`src/rtl/seq_unlock_pkg.sv`:
```
package seq_unlock_pkg;
  localparam int KEY_LEN = 13;

  function automatic logic [7:0] key_byte(input logic [3:0] idx);
    logic [7:0] k;
    case (idx)
      4'd0:  k = 8'hFF;
      4'd1:  k = 8'h77;
      4'd2:  k = 8'hB3;
      4'd3:  k = 8'h51;
      4'd4:  k = 8'hA8;
      4'd5:  k = 8'hD4;
      4'd6:  k = 8'h62;
      4'd7:  k = 8'h39;
      4'd8:  k = 8'h9C;
      4'd9:  k = 8'h46;
      4'd10: k = 8'h2B;
      4'd11: k = 8'h15;
      4'd12: k = 8'h8A;
      default: k = 8'h00;
    endcase
    return k;
  endfunction
endpackage

```
`src/rtl/seq_port_filter.sv`:
```
module seq_port_filter #(
  parameter int          ADDR_W   = 16,
  parameter int          SEL_W    = 8,
  parameter logic [SEL_W-1:0] PORT_SEL = 8'hBC
) (
  input  logic              wr_i,
  input  logic [ADDR_W-1:0] addr_i,
  output logic              hit_o
);
  assign hit_o = wr_i && (addr_i[ADDR_W-1 -: SEL_W] == PORT_SEL);
endmodule

```
`src/rtl/seq_step_tracker.sv`:
```
module seq_step_tracker
  import seq_unlock_pkg::*;
#(
  parameter int DATA_W = 8,
  parameter logic [DATA_W-1:0] UNLOCK_CODE = 8'hCD
) (
  input  logic              clk_i,
  input  logic              rst_ni,
  input  logic              hit_i,
  input  logic [DATA_W-1:0] data_i,
  output logic              decide_o,
  output logic              code_ok_o
);
  localparam int STEPS = KEY_LEN + 3;          // pair + key + state byte
  localparam int SW    = $clog2(STEPS);
  localparam logic [SW-1:0] S_HUNT = '0;
  localparam logic [SW-1:0] S_ONE  = SW'(1);
  localparam logic [SW-1:0] S_TWO  = SW'(2);
  localparam logic [SW-1:0] S_LAST = SW'(STEPS - 1);

  logic [SW-1:0] step_q, step_d;
  logic          nz;
  logic [3:0]    kidx;

  assign nz   = |data_i;
  assign kidx = 4'(step_q - S_TWO);

  always_comb begin
    step_d = step_q;
    if (hit_i) begin
      if (step_q == S_LAST)                  step_d = S_HUNT;
      else if (step_q == S_HUNT)             step_d = nz ? S_ONE : S_HUNT;
      else if (step_q == S_ONE)              step_d = nz ? S_ONE : S_TWO;
      else if (data_i == key_byte(kidx))     step_d = step_q + S_ONE;
      else if (nz)                           step_d = S_ONE;   // fresh first byte
      else if (step_q == S_TWO)              step_d = S_HUNT;  // zero after zero
      else                                   step_d = S_TWO;   // fresh sync pair
    end
  end

  always_ff @(posedge clk_i or negedge rst_ni) begin
    if (!rst_ni) step_q <= S_HUNT;
    else         step_q <= step_d;
  end

  assign decide_o  = hit_i && (step_q == S_LAST);
  assign code_ok_o = (data_i == UNLOCK_CODE);

  assert_hold_R2: assert property (@(posedge clk_i) disable iff (!rst_ni)
    !hit_i |=> $stable(step_q));
  assert_zero_cap_R3: assert property (@(posedge clk_i) disable iff (!rst_ni)
    (hit_i && !nz) |=> (step_q <= S_TWO));
  assert_nz_keeps_R8: assert property (@(posedge clk_i) disable iff (!rst_ni)
    (hit_i && nz && step_q != S_LAST) |=> (step_q != S_HUNT));
endmodule

```
`src/rtl/seq_unlock_flag.sv`:
```
module seq_unlock_flag (
  input  logic clk_i,
  input  logic rst_ni,
  input  logic decide_i,
  input  logic code_ok_i,
  output logic unlocked_o,
  output logic unlock_pulse_o,
  output logic lock_pulse_o
);
  always_ff @(posedge clk_i or negedge rst_ni) begin
    if (!rst_ni) begin
      unlocked_o     <= 1'b0;
      unlock_pulse_o <= 1'b0;
      lock_pulse_o   <= 1'b0;
    end else begin
      if (decide_i) unlocked_o <= code_ok_i;
      unlock_pulse_o <= decide_i && code_ok_i;
      lock_pulse_o   <= decide_i && !code_ok_i;
    end
  end

  assert_flag_hold_R9: assert property (@(posedge clk_i) disable iff (!rst_ni)
    !decide_i |=> $stable(unlocked_o));
  assert_pulse_excl_R7: assert property (@(posedge clk_i) disable iff (!rst_ni)
    $onehot0({unlock_pulse_o, lock_pulse_o}));
  assert_pulse_single_R7: assert property (@(posedge clk_i) disable iff (!rst_ni)
    (unlock_pulse_o || lock_pulse_o) |=> !(unlock_pulse_o || lock_pulse_o));
  assert_unlock_sets_R5: assert property (@(posedge clk_i) disable iff (!rst_ni)
    unlock_pulse_o |-> unlocked_o);
  assert_lock_clears_R6: assert property (@(posedge clk_i) disable iff (!rst_ni)
    lock_pulse_o |-> !unlocked_o);
endmodule

```
`src/rtl/seq_unlock_detect.sv`:
```
module seq_unlock_detect #(
  parameter int ADDR_W = 16,
  parameter int DATA_W = 8,
  parameter int SEL_W  = 8,
  parameter logic [SEL_W-1:0]  PORT_SEL    = 8'hBC,
  parameter logic [DATA_W-1:0] UNLOCK_CODE = 8'hCD
) (
  input  logic              clk_i,
  input  logic              rst_ni,
  input  logic              wr_i,
  input  logic [ADDR_W-1:0] addr_i,
  input  logic [DATA_W-1:0] wdata_i,
  input  logic              ext_wr_i,
  output logic              unlocked_o,
  output logic              unlock_pulse_o,
  output logic              lock_pulse_o,
  output logic              ext_wr_en_o
);
  logic hit, decide, code_ok;

  seq_port_filter #(.ADDR_W(ADDR_W), .SEL_W(SEL_W), .PORT_SEL(PORT_SEL)) u_filter (
    .wr_i(wr_i), .addr_i(addr_i), .hit_o(hit)
  );

  seq_step_tracker #(.DATA_W(DATA_W), .UNLOCK_CODE(UNLOCK_CODE)) u_track (
    .clk_i(clk_i), .rst_ni(rst_ni), .hit_i(hit), .data_i(wdata_i),
    .decide_o(decide), .code_ok_o(code_ok)
  );

  seq_unlock_flag u_flag (
    .clk_i(clk_i), .rst_ni(rst_ni), .decide_i(decide), .code_ok_i(code_ok),
    .unlocked_o(unlocked_o), .unlock_pulse_o(unlock_pulse_o), .lock_pulse_o(lock_pulse_o)
  );

  assign ext_wr_en_o = ext_wr_i && unlocked_o;

  assert_ext_gate_R10: assert property (@(posedge clk_i) disable iff (!rst_ni)
    (lock_pulse_o && ext_wr_i) |-> !ext_wr_en_o);
endmodule

```
`config.mk`:
```
export PLATFORM = sky130hd
export DESIGN_NAME = seq_unlock_detect
export DESIGN_NICKNAME = d
export VERILOG_FILES = /design/src/rtl/seq_unlock_pkg.sv /design/src/rtl/seq_port_filter.sv /design/src/rtl/seq_step_tracker.sv /design/src/rtl/seq_unlock_flag.sv /design/src/rtl/seq_unlock_detect.sv
export SDC_FILE = /design/constraint.sdc
export NUM_CORES = 1
export LEC_CHECK = 0
export CAP_MARGIN = 20
export CORE_ASPECT_RATIO = 1.4
export CORE_UTILIZATION = 40
export CTS_CLUSTER_SIZE = 14
export DETAILED_ROUTE_END_ITERATION = 6
export DONT_BUFFER_PORTS = 1
export PLACE_DENSITY = 0.58
export SYNTH_ARGS = -nofsm -noshare
export SYNTH_HDL_FRONTEND = slang
export SYNTH_SLANG_ARGS = --single-unit
```
`constraint.sdc`:
```
create_clock -name clk_i -period 3.9 [get_ports clk_i]
set_input_delay 0.39 -clock clk_i [delete_from_list [all_inputs] [get_ports clk_i]]
set_output_delay 0.39 -clock clk_i [all_outputs]
set_load 0.1 [all_outputs]
```
==> results of run 1 <==
## sequential cells by signal, indices dropped and copies added (netlist names)
| signal | count |
|---|---|
| u_flag.unlocked_o | 1 |
| u_track.step_q | 4 |
| u_flag.lock_pulse_o | 1 |
| u_flag.unlock_pulse_o | 1 |
## area by class of cell
cell class	instances	area, um2
well taps	34	42.5
repair buffers	2	17.5
fillers	257	1340
inverters	4	15.0
clock buffers	4	26.3
flip-flops and latches	7	175
multi-input cells	108	800
## synthesized netlist by cell type (2+ instances only)
| cell type | count | share of area |
|---|---|---|
| o32ai_1 | 2 | 0.017 |
| nor2b_1 | 2 | 0.012 |
| nand3_1 | 4 | 0.019 |
| nor2_1 | 8 | 0.029 |
| and2_1 | 3 | 0.018 |
| inv_1 | 4 | 0.014 |
| a211oi_1 | 2 | 0.014 |
| o21ai_0 | 3 | 0.014 |
| o31ai_1 | 3 | 0.022 |
| xnor2_1 | 4 | 0.034 |
| a21oi_1 | 4 | 0.019 |
| nand3b_1 | 3 | 0.022 |
| nor3b_1 | 4 | 0.029 |
| nor3_1 | 5 | 0.024 |
| a31oi_1 | 3 | 0.018 |
| and3_1 | 3 | 0.018 |
| nor4_1 | 2 | 0.012 |
| ha_1 | 10 | 0.12 |
| clkbuf_1 | 2 | 0.0072 |
| mux2i_1 | 6 | 0.058 |
| and3_2 | 2 | 0.014 |
| nand2_1 | 11 | 0.040 |
| buf_6 | 2 | 0.022 |
| o21bai_1 | 2 | 0.014 |
| nand2b_1 | 2 | 0.012 |
| dfrtp_1 | 7 | 0.17 |
## report_power, final
group / total, mW / leakage, nW / internal (mW) / switching (mW)
clock network: 0.0606 / 0.0150 / 0.0387 / 0.0219
registers: 0.0767 / 0.0879 / 0.0737 / 0.00306
logic: 0.0711 / 0.348 / 0.0324 / 0.0386
## final timing paths
kind | endpoint | startpoint
hold reg to reg | u_track.step_q[3]$_DFFE_PN0P_ | u_track.step_q[3]$_DFFE_PN0P_
hold / removal | u_track.step_q[3]$_DFFE_PN0P_ | rst_ni
min in group clk_i | u_flag.lock_pulse_o$_DFF_PN0_ | wdata_i[0]
setup reg to reg | u_track.step_q[1]$_DFFE_PN0P_ | u_track.step_q[1]$_DFFE_PN0P_
max in group asynchronous | u_track.step_q[1]$_DFFE_PN0P_ | rst_ni
setup / recovery | u_track.step_q[1]$_DFFE_PN0P_ | u_track.step_q[1]$_DFFE_PN0P_
## worst max-delay path: stages, from the launching register on
cell       delay [ps]
dfrtp_1           570
inv_1             240
ha_1              780
nand2_1           170
a211o_1           320
o32a_1            190
a2111oi_2         400
nand4_2           270
nor3b_1           220
a211oi_2          160
## kinds of logic (layout without fill, tap and decap cells)
group | count (synthesis) | count (layout) | share of synthesized area
AO/OA/AOI/OAI | 28 | 28 | 0.198
flip-flops | 7 | 7 | 0.169
adder cells (fa/ha/maj) | 10 | 10 | 0.121
buffers and inverters | 11 | 10 | 0.0592
XOR/XNOR | 6 | 6 | 0.0580
AND/OR/NAND/NOR | 57 | 57 | 0.326
multiplexers | 7 | 7 | 0.0688
## stage by stage
step / cells / util / setup WS, ps / instance area, um2 / power, mW
5_1_grt: 159 / 0.445 / 242 / 1080 / 0.225
6_report: 159 / 0.445 / 488 / 1080 / 0.208
2_1_floorplan: 126 / - / 1130 / 1040 / 0.137
3_3_place_gp: 154 / 0.430 / 531 / 1040 / 0.145
3_5_place_dp: 154 / 0.430 / 513 / 1040 / 0.146
4_1_cts: 159 / 0.445 / 486 / 1080 / 0.212
## per-layer routing
layer	share of wire	GRT usage	vias to the layer above	wire length [um]
met3	0.054	0.0145	4	125
li1	-	-	468	-
met1	0.42	0.236	463	957
met4	0.0048	0.0455	0	11
met2	0.52	0.317	37	1210
met5	0	0	-	0
==> results.toml, run 1 <==
[power]
p_leak_nw = 0.451
peakVddDrop_uv = 165
power_density_mw_per_mm2 = 194

[cts]
insertion_delay_ps = 240
cts-root-buf = "clkbuf_4"
numCtsBuffers = 3
tritoncts = "done"
cts.clk_slew.worst_paths_ps = 50
clkSinkCount = 7
clock_path_buffers = 2
htree_num_levels = 1
ctsResizeCount = 0
holdBufCountCts = 1
postCtsSetupRepairBufs = 0

[global_route]
overflow = 0
grt_pass1_vias = 878
grt_pass1_wl_um = 3990
grt_max_degree = 25
antenna_found_initial = 0
grt_usage = 0.183

[outcome]
outcome = "complete, no violations"

[cells_and_area]
diodes = 0
layout_commonest_cell = "nand2_1"
drive_gt1_frac = 0.112
syn_to_final_growth_pct = 3.86
fin_nets = 164
final_cell_mix = "11 x nand2_1, 10 x ha_1, 8 x nor2_1, 7 x dfrtp_1, 6 x mux2i_1"

[place]
numPortBuffers = 0
place_congestion = 0.821
hpwlAfterDp_um = 1830

[floorplanning]
die_h_um = 62.2
std_cell_rows = 21
core_mm2 = 0.00242
dieArea_mm2 = 0.00280
io_pins = 32
start_util = 0.429
chipWidth_um = 45.0

[timing]
totalNegativeSetupSlack_ps = 0
setup_viol = 0
rsz0062_at_grt = "no"
slew_headroom = 0.369
tightest_slew_ps = 953
drv_slew = 0
fin_skew_ps = 0.275
finalHoldViolations = 0
hold_ws_ps = 476
period_share = 0.875
fin_crit_ps = 3410
fmax_mhz = 293

[drt]
wire_per_inst_um = 14.5
drt-initial-drc-count = 25
antenna_left = 0
firstDrtPassIters = 4
drc = 0
vias_per_cell = 6.11
wl_um = 2310
num_vias = 972

[logic_synthesis]
synth_cell_types = 49
yosysWarningCount = 0
synth_fp_nets = 164
ys.flop_type = "dfrtp_1"
synth-edff-count = 0
synth-seq-cells = 7
syn_inst = 126
synth.avg_cell_area_um2 = 8.22
seq_area_frac_synth = 0.169
async_flop_share = 1.00
netlist_area_mm2 = 0.00104

[flow_run]
maxCapViolations = 0

[worst_setup_path]
crit_path_end_kind = "flip-flop"
crit_fanout = 24
startpoint_type = "flip-flop"
reg2reg_depth = 9
crit_type = "reg2reg"
reg2reg_slack_ps = 490
cp_data_required_time_ps = 4050
critPathArrivalTime_ps = 3560

[hold_path]
min_path_type = "in2async"
Power figures use the tool's default switching activity.
==> run 2: changes to the inputs <==
--- a/config.mk
+++ b/config.mk
@@ -6,12 +6,15 @@
 export NUM_CORES = 1
 export LEC_CHECK = 0
 export CAP_MARGIN = 20
+export CELL_PAD_IN_SITES_DETAIL_PLACEMENT = 0
+export CELL_PAD_IN_SITES_GLOBAL_PLACEMENT = 1
 export CORE_ASPECT_RATIO = 1.4
 export CORE_UTILIZATION = 40
 export CTS_CLUSTER_SIZE = 14
 export DETAILED_ROUTE_END_ITERATION = 6
 export DONT_BUFFER_PORTS = 1
-export PLACE_DENSITY = 0.58
+export PLACE_DENSITY = 0.74
 export SYNTH_ARGS = -nofsm -noshare
 export SYNTH_HDL_FRONTEND = slang
+export SYNTH_HIERARCHICAL = 1
 export SYNTH_SLANG_ARGS = --single-unit
==> constraint.sdc (replaced) <==
create_clock -name clk_i -period 3.95 [get_ports clk_i]
set_input_delay 0.395 -clock clk_i [delete_from_list [all_inputs] [get_ports clk_i]]
set_output_delay 0.395 -clock clk_i [all_outputs]
set_load 0.1 [all_outputs]
==> results.toml, run 2 <==
[cts]
htree_num_levels = 1
clock_path_buffers = 2
tritoncts = "done"
cts-root-buf = "clkbuf_4"
numCtsBuffers = 3
insertion_delay_ps = 240
clkSinkCount = 7
cts.clk_slew.worst_paths_ps = 50

[floorplanning]
io_pins = 32
dieArea_mm2 = 0.00281
start_util = 0.431
chipWidth_um = 45.1
std_cell_rows = 21
core_mm2 = 0.00242
die_h_um = 62.4

[cells_and_area]
layout_commonest_cell = "nand2_1"
fin_nets = 162
diodes = 0
syn_to_final_growth_pct = 4.57
drive_gt1_frac = 0.187
largest-register = "u_track/step_q"
fill_cells = 279
final_cell_mix = "11 x nand2_1, 10 x ha_1, 8 x nor2_1, 7 x dfrtp_1, 7 x nor3_1"
largest_reg_flops = 4
stdcell_area_mm2 = 0.00109

[power]
p_clk_frac = 0.371
power.switching_uw = 39.2
sw_frac_of_total = 0.239
combPwrFrac = 0.174
peakVddDrop_uv = 109
intPower_uw = 125
p_seq_frac = 0.455
p_leak_nw = 0.446
power_density_mw_per_mm2 = 151

[timing]
drv_slew = 0
fmax_mhz = 314
rsz0062_at_grt = "no"
fin_skew_ps = 0.746
tightest_slew_ps = 952
finalHoldViolations = 0
period_share = 0.806
totalNegativeSetupSlack_ps = 0
slew_headroom = 0.370
setup_viol = 0
fin_crit_ps = 3180

[place]
numPortBuffers = 0
place_congestion = 0.764
placed_cell_area_mm2 = 0.00105
hpwlAfterDp_um = 1720

[hold_path]
hp-start = "addr_i[14]"
holdPathEnd = "u_track/step_q[2]$_DFFE_PN0P_"
hold_depth = 3
min_path_type = "in2reg"

[drt]
drt-initial-drc-count = 5
wire_per_inst_um = 13.4
drc = 0
num_vias = 872
vias_per_cell = 5.55
antenna_left = 0
firstDrtPassIters = 4
wl_um = 2110

[worst_setup_path]
crit_type = "reg2reg"
crit_fanout = 14
critPathArrivalTime_ps = 3310
slowest_delay_ps = 550
reg2reg_slack_ps = 770
r2r_start = "u_track/step_q[1]$_DFFE_PN0P_"
startpoint_type = "flip-flop"
reg2reg_depth = 9
worstPathCellList = "inv_1, ha_1, xnor2_2, nand2_1, a31o_2, a221oi_2, nand4_2, o31a_1, a22o_1"
crit_path_end_kind = "flip-flop"
r2r-end = "u_track/step_q[0]$_DFFE_PN0P_"
cp_slowest_cell = "xnor2_2"
cp_data_required_time_ps = 4080

[flow_run]
maxCapViolations = 0

[logic_synthesis]
seq_area_frac_synth = 0.168
ys.flop_type = "dfrtp_1"
yosysWarningCount = 6
synth_top_area_cell = "dfrtp_1"
netlist_top_cells_area = "dfrtp_1 17%, ha_1 12%, nand2_1 4.0%, nor2b_1 3.6%, nor3_1 3.4%"
netlist_area_mm2 = 0.00104
yosysMostFrequentCell = "nand2_1"
synth-edff-count = 0
synth_cell_types = 49
syn_inst = 122
synth_commonest_cells = "11 x nand2_1, 10 x ha_1, 8 x nor2_1, 7 x dfrtp_1, 7 x nor3_1"
synth_top_area_frac = 0.168
synth.avg_cell_area_um2 = 8.53
synth-seq-cells = 7
async_flop_share = 1.00
synth_fp_nets = 160

[global_route]
grt_pass1_vias = 836
grt_usage = 0.162
grt_pass1_wl_um = 3480
overflow = 0
grt_max_degree = 19
antenna_found_initial = 0

[outcome]
outcome = "complete, no violations"
[run 2: worst max-delay path by stage]
stage	depth (start not counted)	to	startpoint	slack, ps
2_1_floorplan	9	u_track/step_q[0]$_DFFE_PN0P_	u_track/step_q[1]$_DFFE_PN0P_	1100
3_3_place_gp	9	u_track/step_q[0]$_DFFE_PN0P_	u_track/step_q[1]$_DFFE_PN0P_	760
3_5_place_dp	9	u_track/step_q[0]$_DFFE_PN0P_	u_track/step_q[1]$_DFFE_PN0P_	750
4_1_cts	9	u_track/step_q[0]$_DFFE_PN0P_	u_track/step_q[1]$_DFFE_PN0P_	740
5_1_grt	9	u_track/step_q[0]$_DFFE_PN0P_	u_track/step_q[1]$_DFFE_PN0P_	480
6_report	9	u_track/step_q[0]$_DFFE_PN0P_	u_track/step_q[1]$_DFFE_PN0P_	770
[run 2: power groups by stage]
stage               registers (mW)  logic [mW]  clock network (mW)
detailed placement          0.0758      0.0264                   0
global placement            0.0758      0.0263                   0
floorplan                   0.0752      0.0225                   0
global route                0.0746      0.0320              0.0659
finish                      0.0746      0.0285              0.0609
CTS                         0.0746      0.0285              0.0645
[run 2: final cells by class]
class                      count  area, um2  share of cell area
clock buffer                   4       26.3              0.0241
inverter                       6       22.5              0.0207
tap                           34       42.5              0.0391
sequential                     7        175               0.161
timing repair buffer           1       10.0             0.00920
multi-input combinational    105        812               0.746
[run 2: logic make-up after synthesis]
family	count (synthesis)	synth area share
flops	7	0.168
fa+ha+maj	10	0.120
xor+xnor	5	0.0673
compound gates	26	0.189
simple gates	61	0.370
mux	3	0.0337
buf+inv	10	0.0517
[run 2: routing by layer]
metal  track usage  up-vias  share of wire  routed length [um]
met4        0.0568        0              0                   0
met3        0.0203        0          0.030                  64
met5             0        -              0                   0
met1         0.201      402           0.44                 925
li1              -      455              -                   -
met2         0.274       15           0.53                1120
[run 2: stage by stage]
stage	utilization	instances	total power [mW]	hold slack [ps]	setup WS, ps
floorplan	-	122	0.0977	99.4	1100
global placement	0.435	152	0.102	99.6	757
detailed placement	0.435	152	0.102	99.6	748
CTS	0.450	157	0.168	387	736
global route	0.450	157	0.173	432	479
finish	0.450	157	0.164	398	767
[run 2: critical path, delay by kind of cell, from the launching register on]
family | cells | cell delay (ps)
DFF | 1 | 540
and+or+nand+nor | 2 | 370
adders and majority gates | 1 | 330
buffers and inverters | 1 | 180
AOI/OAI and AO/OA | 4 | 1100
xor gates and xnor gates | 1 | 550
[run 2: what timing repair did]
action / 4_1_cts / 5_1_grt
hold buffers: 1 / 0
hold endpoints to repair: 7 / 0
gates resized for setup: 0 / 0
buffers inserted: 0 / 0
==> run 3: changes to the inputs <==
==> constraint.sdc (replaced) <==
create_clock -name clk_i -period 3.2 [get_ports clk_i]
set_input_delay 0.32 -clock clk_i [delete_from_list [all_inputs] [get_ports clk_i]]
set_output_delay 0.32 -clock clk_i [all_outputs]
set_load 0.1 [all_outputs]
==> results.toml, run 3 (synthesized netlist as in run 2, its figures left out) <==
[floorplanning]
std_cell_rows = 21
io_pins = 32
die_h_um = 62.4
dieArea_mm2 = 0.00281
start_util = 0.431
core_mm2 = 0.00242
chipWidth_um = 45.1

[cells_and_area]
largest_reg_flops = 4
largest-register = "u_track/step_q"
postLayoutCoreUtil = 0.466
multi_input_area_um2 = 812
drive_gt1_frac = 0.227
fin_nets = 167
fill_cells = 255
final_cell_mix = "11 x nand2_1, 10 x ha_1, 8 x nor2_1, 7 x dfrtp_1, 7 x nor3_1"
diodes = 0
stdcell_area_mm2 = 0.00113
seqCellArea_um2 = 175
syn_to_final_growth_pct = 8.29
layout_commonest_cell = "nand2_1"

[hold_path]
min_path_type = "in2reg"
hold_depth = 3
holdPathEnd = "u_track/step_q[2]$_DFFE_PN0P_"
hp-start = "addr_i[14]"

[timing]
fin_skew_ps = 2.33
finalHoldViolations = 0
drv_slew = 0
setup_viol = 0
fin_crit_ps = 2800
fmax_mhz = 358
period_share = 0.874
tightest_slew_ps = 913
slew_headroom = 0.391
totalNegativeSetupSlack_ps = 0
rsz0062_at_grt = "no"

[place]
numPortBuffers = 0
place_congestion = 0.824
hpwlAfterDp_um = 1840
placed_cell_area_mm2 = 0.00109

[worst_setup_path]
crit_path_end_kind = "flip-flop"
cp_slowest_cell = "or4_4"
cp_data_required_time_ps = 3330
critPathBufInv = 1
worst_path_dominant_cell_family = "simple AND/OR/NAND/NOR gates"
reg2reg_depth = 9
worstPathCellList = "inv_1, ha_1, xor2_4, nor3_2, or4_4, a221oi_2, nand4_2, o31a_1, a22o_1"
critPathArrivalTime_ps = 2920
r2r-end = "u_track/step_q[0]$_DFFE_PN0P_"
slowest_delay_ps = 530
r2r_start = "u_track/step_q[1]$_DFFE_PN0P_"
reg2reg_slack_ps = 400
crit_fanout = 10
crit_type = "reg2reg"
startpoint_type = "flip-flop"

[drt]
firstDrtPassIters = 4
wire_per_inst_um = 13.7
wl_um = 2220
num_vias = 906
drc = 0
drt-initial-drc-count = 7
vias_per_cell = 5.59
antenna_left = 0

[cts]
insertion_delay_ps = 240
clkSinkCount = 7
ctsResizeCount = 0
numCtsBuffers = 3
clock_path_buffers = 2
tritoncts = "done"
htree_num_levels = 1
cts.clk_slew.worst_paths_ps = 50
cts-root-buf = "clkbuf_4"

[power]
peakVddDrop_uv = 191
p_leak_nw = 0.475
power_density_mw_per_mm2 = 180
p_total_uw = 203

[outcome]
outcome = "complete, no violations"

[global_route]
antenna_found_initial = 0
overflow = 0
grt_usage = 0.185
grt_max_degree = 19
grt_pass1_wl_um = 4040
grt_pass1_vias = 943

[flow_run]
maxCapViolations = 0
[run 3: cell count changes in the layout (fill, tap and decap cells not counted), sizes merged]
cell / previous run / this run
clkinv: 0 / 1
clkbuf: 4 / 3
buf: 0 / 5
[run 3: worst max-delay path by stage]
stage,endpoint,cells after the start,slack (ps),startpoint
2_1_floorplan,u_track/step_q[0]$_DFFE_PN0P_,9,350,u_track/step_q[1]$_DFFE_PN0P_
3_3_place_gp,u_track/step_q[0]$_DFFE_PN0P_,9,410,u_track/step_q[1]$_DFFE_PN0P_
3_5_place_dp,u_track/step_q[0]$_DFFE_PN0P_,9,380,u_track/step_q[1]$_DFFE_PN0P_
4_1_cts,u_track/step_q[0]$_DFFE_PN0P_,9,370,u_track/step_q[1]$_DFFE_PN0P_
5_1_grt,u_track/step_q[2]$_DFFE_PN0P_,10,190,u_track/step_q[1]$_DFFE_PN0P_
6_report,u_track/step_q[0]$_DFFE_PN0P_,9,400,u_track/step_q[1]$_DFFE_PN0P_
[run 3: final cells by class]
class,instances,share of cell area
multi-input cells,105,0.720
flip-flops and latches,7,0.155
repair buffers,6,0.0422
well taps,34,0.0377
clock buffers,3,0.0200
inverters,6,0.0200
clock inverters,1,0.00444
[run 3: worst register-to-register path: stages (launching register included)]
cell and delay [ps]:
dfrtp_1 370, inv_1 150, ha_1 320, xor2_4 320, nor3_2 80, or4_4 530, a221oi_2 270, nand4_2 150
o31a_1 290, a22o_1 200
[run 3: metrics by stage]
| stage | setup slack, ps | hold WS [ps] | instances |
|---|---|---|---|
| 6_report | 404 | 320 | 162 |
| 3_5_place_dp | 382 | 24.6 | 157 |
| 3_3_place_gp | 405 | 24.6 | 157 |
| 2_1_floorplan | 351 | 24.4 | 122 |
| 4_1_cts | 370 | 319 | 162 |
| 5_1_grt | 193 | 350 | 162 |
[run 3: report_power, final]
part,total [mW],switching (mW),internal (mW)
clock network,0.0752,0.0298,0.0454
registers,0.0923,0.00263,0.0897
logic,0.0354,0.0183,0.0171
[run 3: layer usage]
layer	part of all wire	track usage	vias to the layer above
met4	0.0077	0.0568	0
met2	0.53	0.321	21
met1	0.43	0.226	421
met5	0	0	-
li1	-	-	462
met3	0.035	0.0262	2
[run 3: what timing repair did]
action / CTS / global route
endpoints found under the hold margin: 7 / 0
hold buffers: 1 / 0
setup buffers: 0 / 0
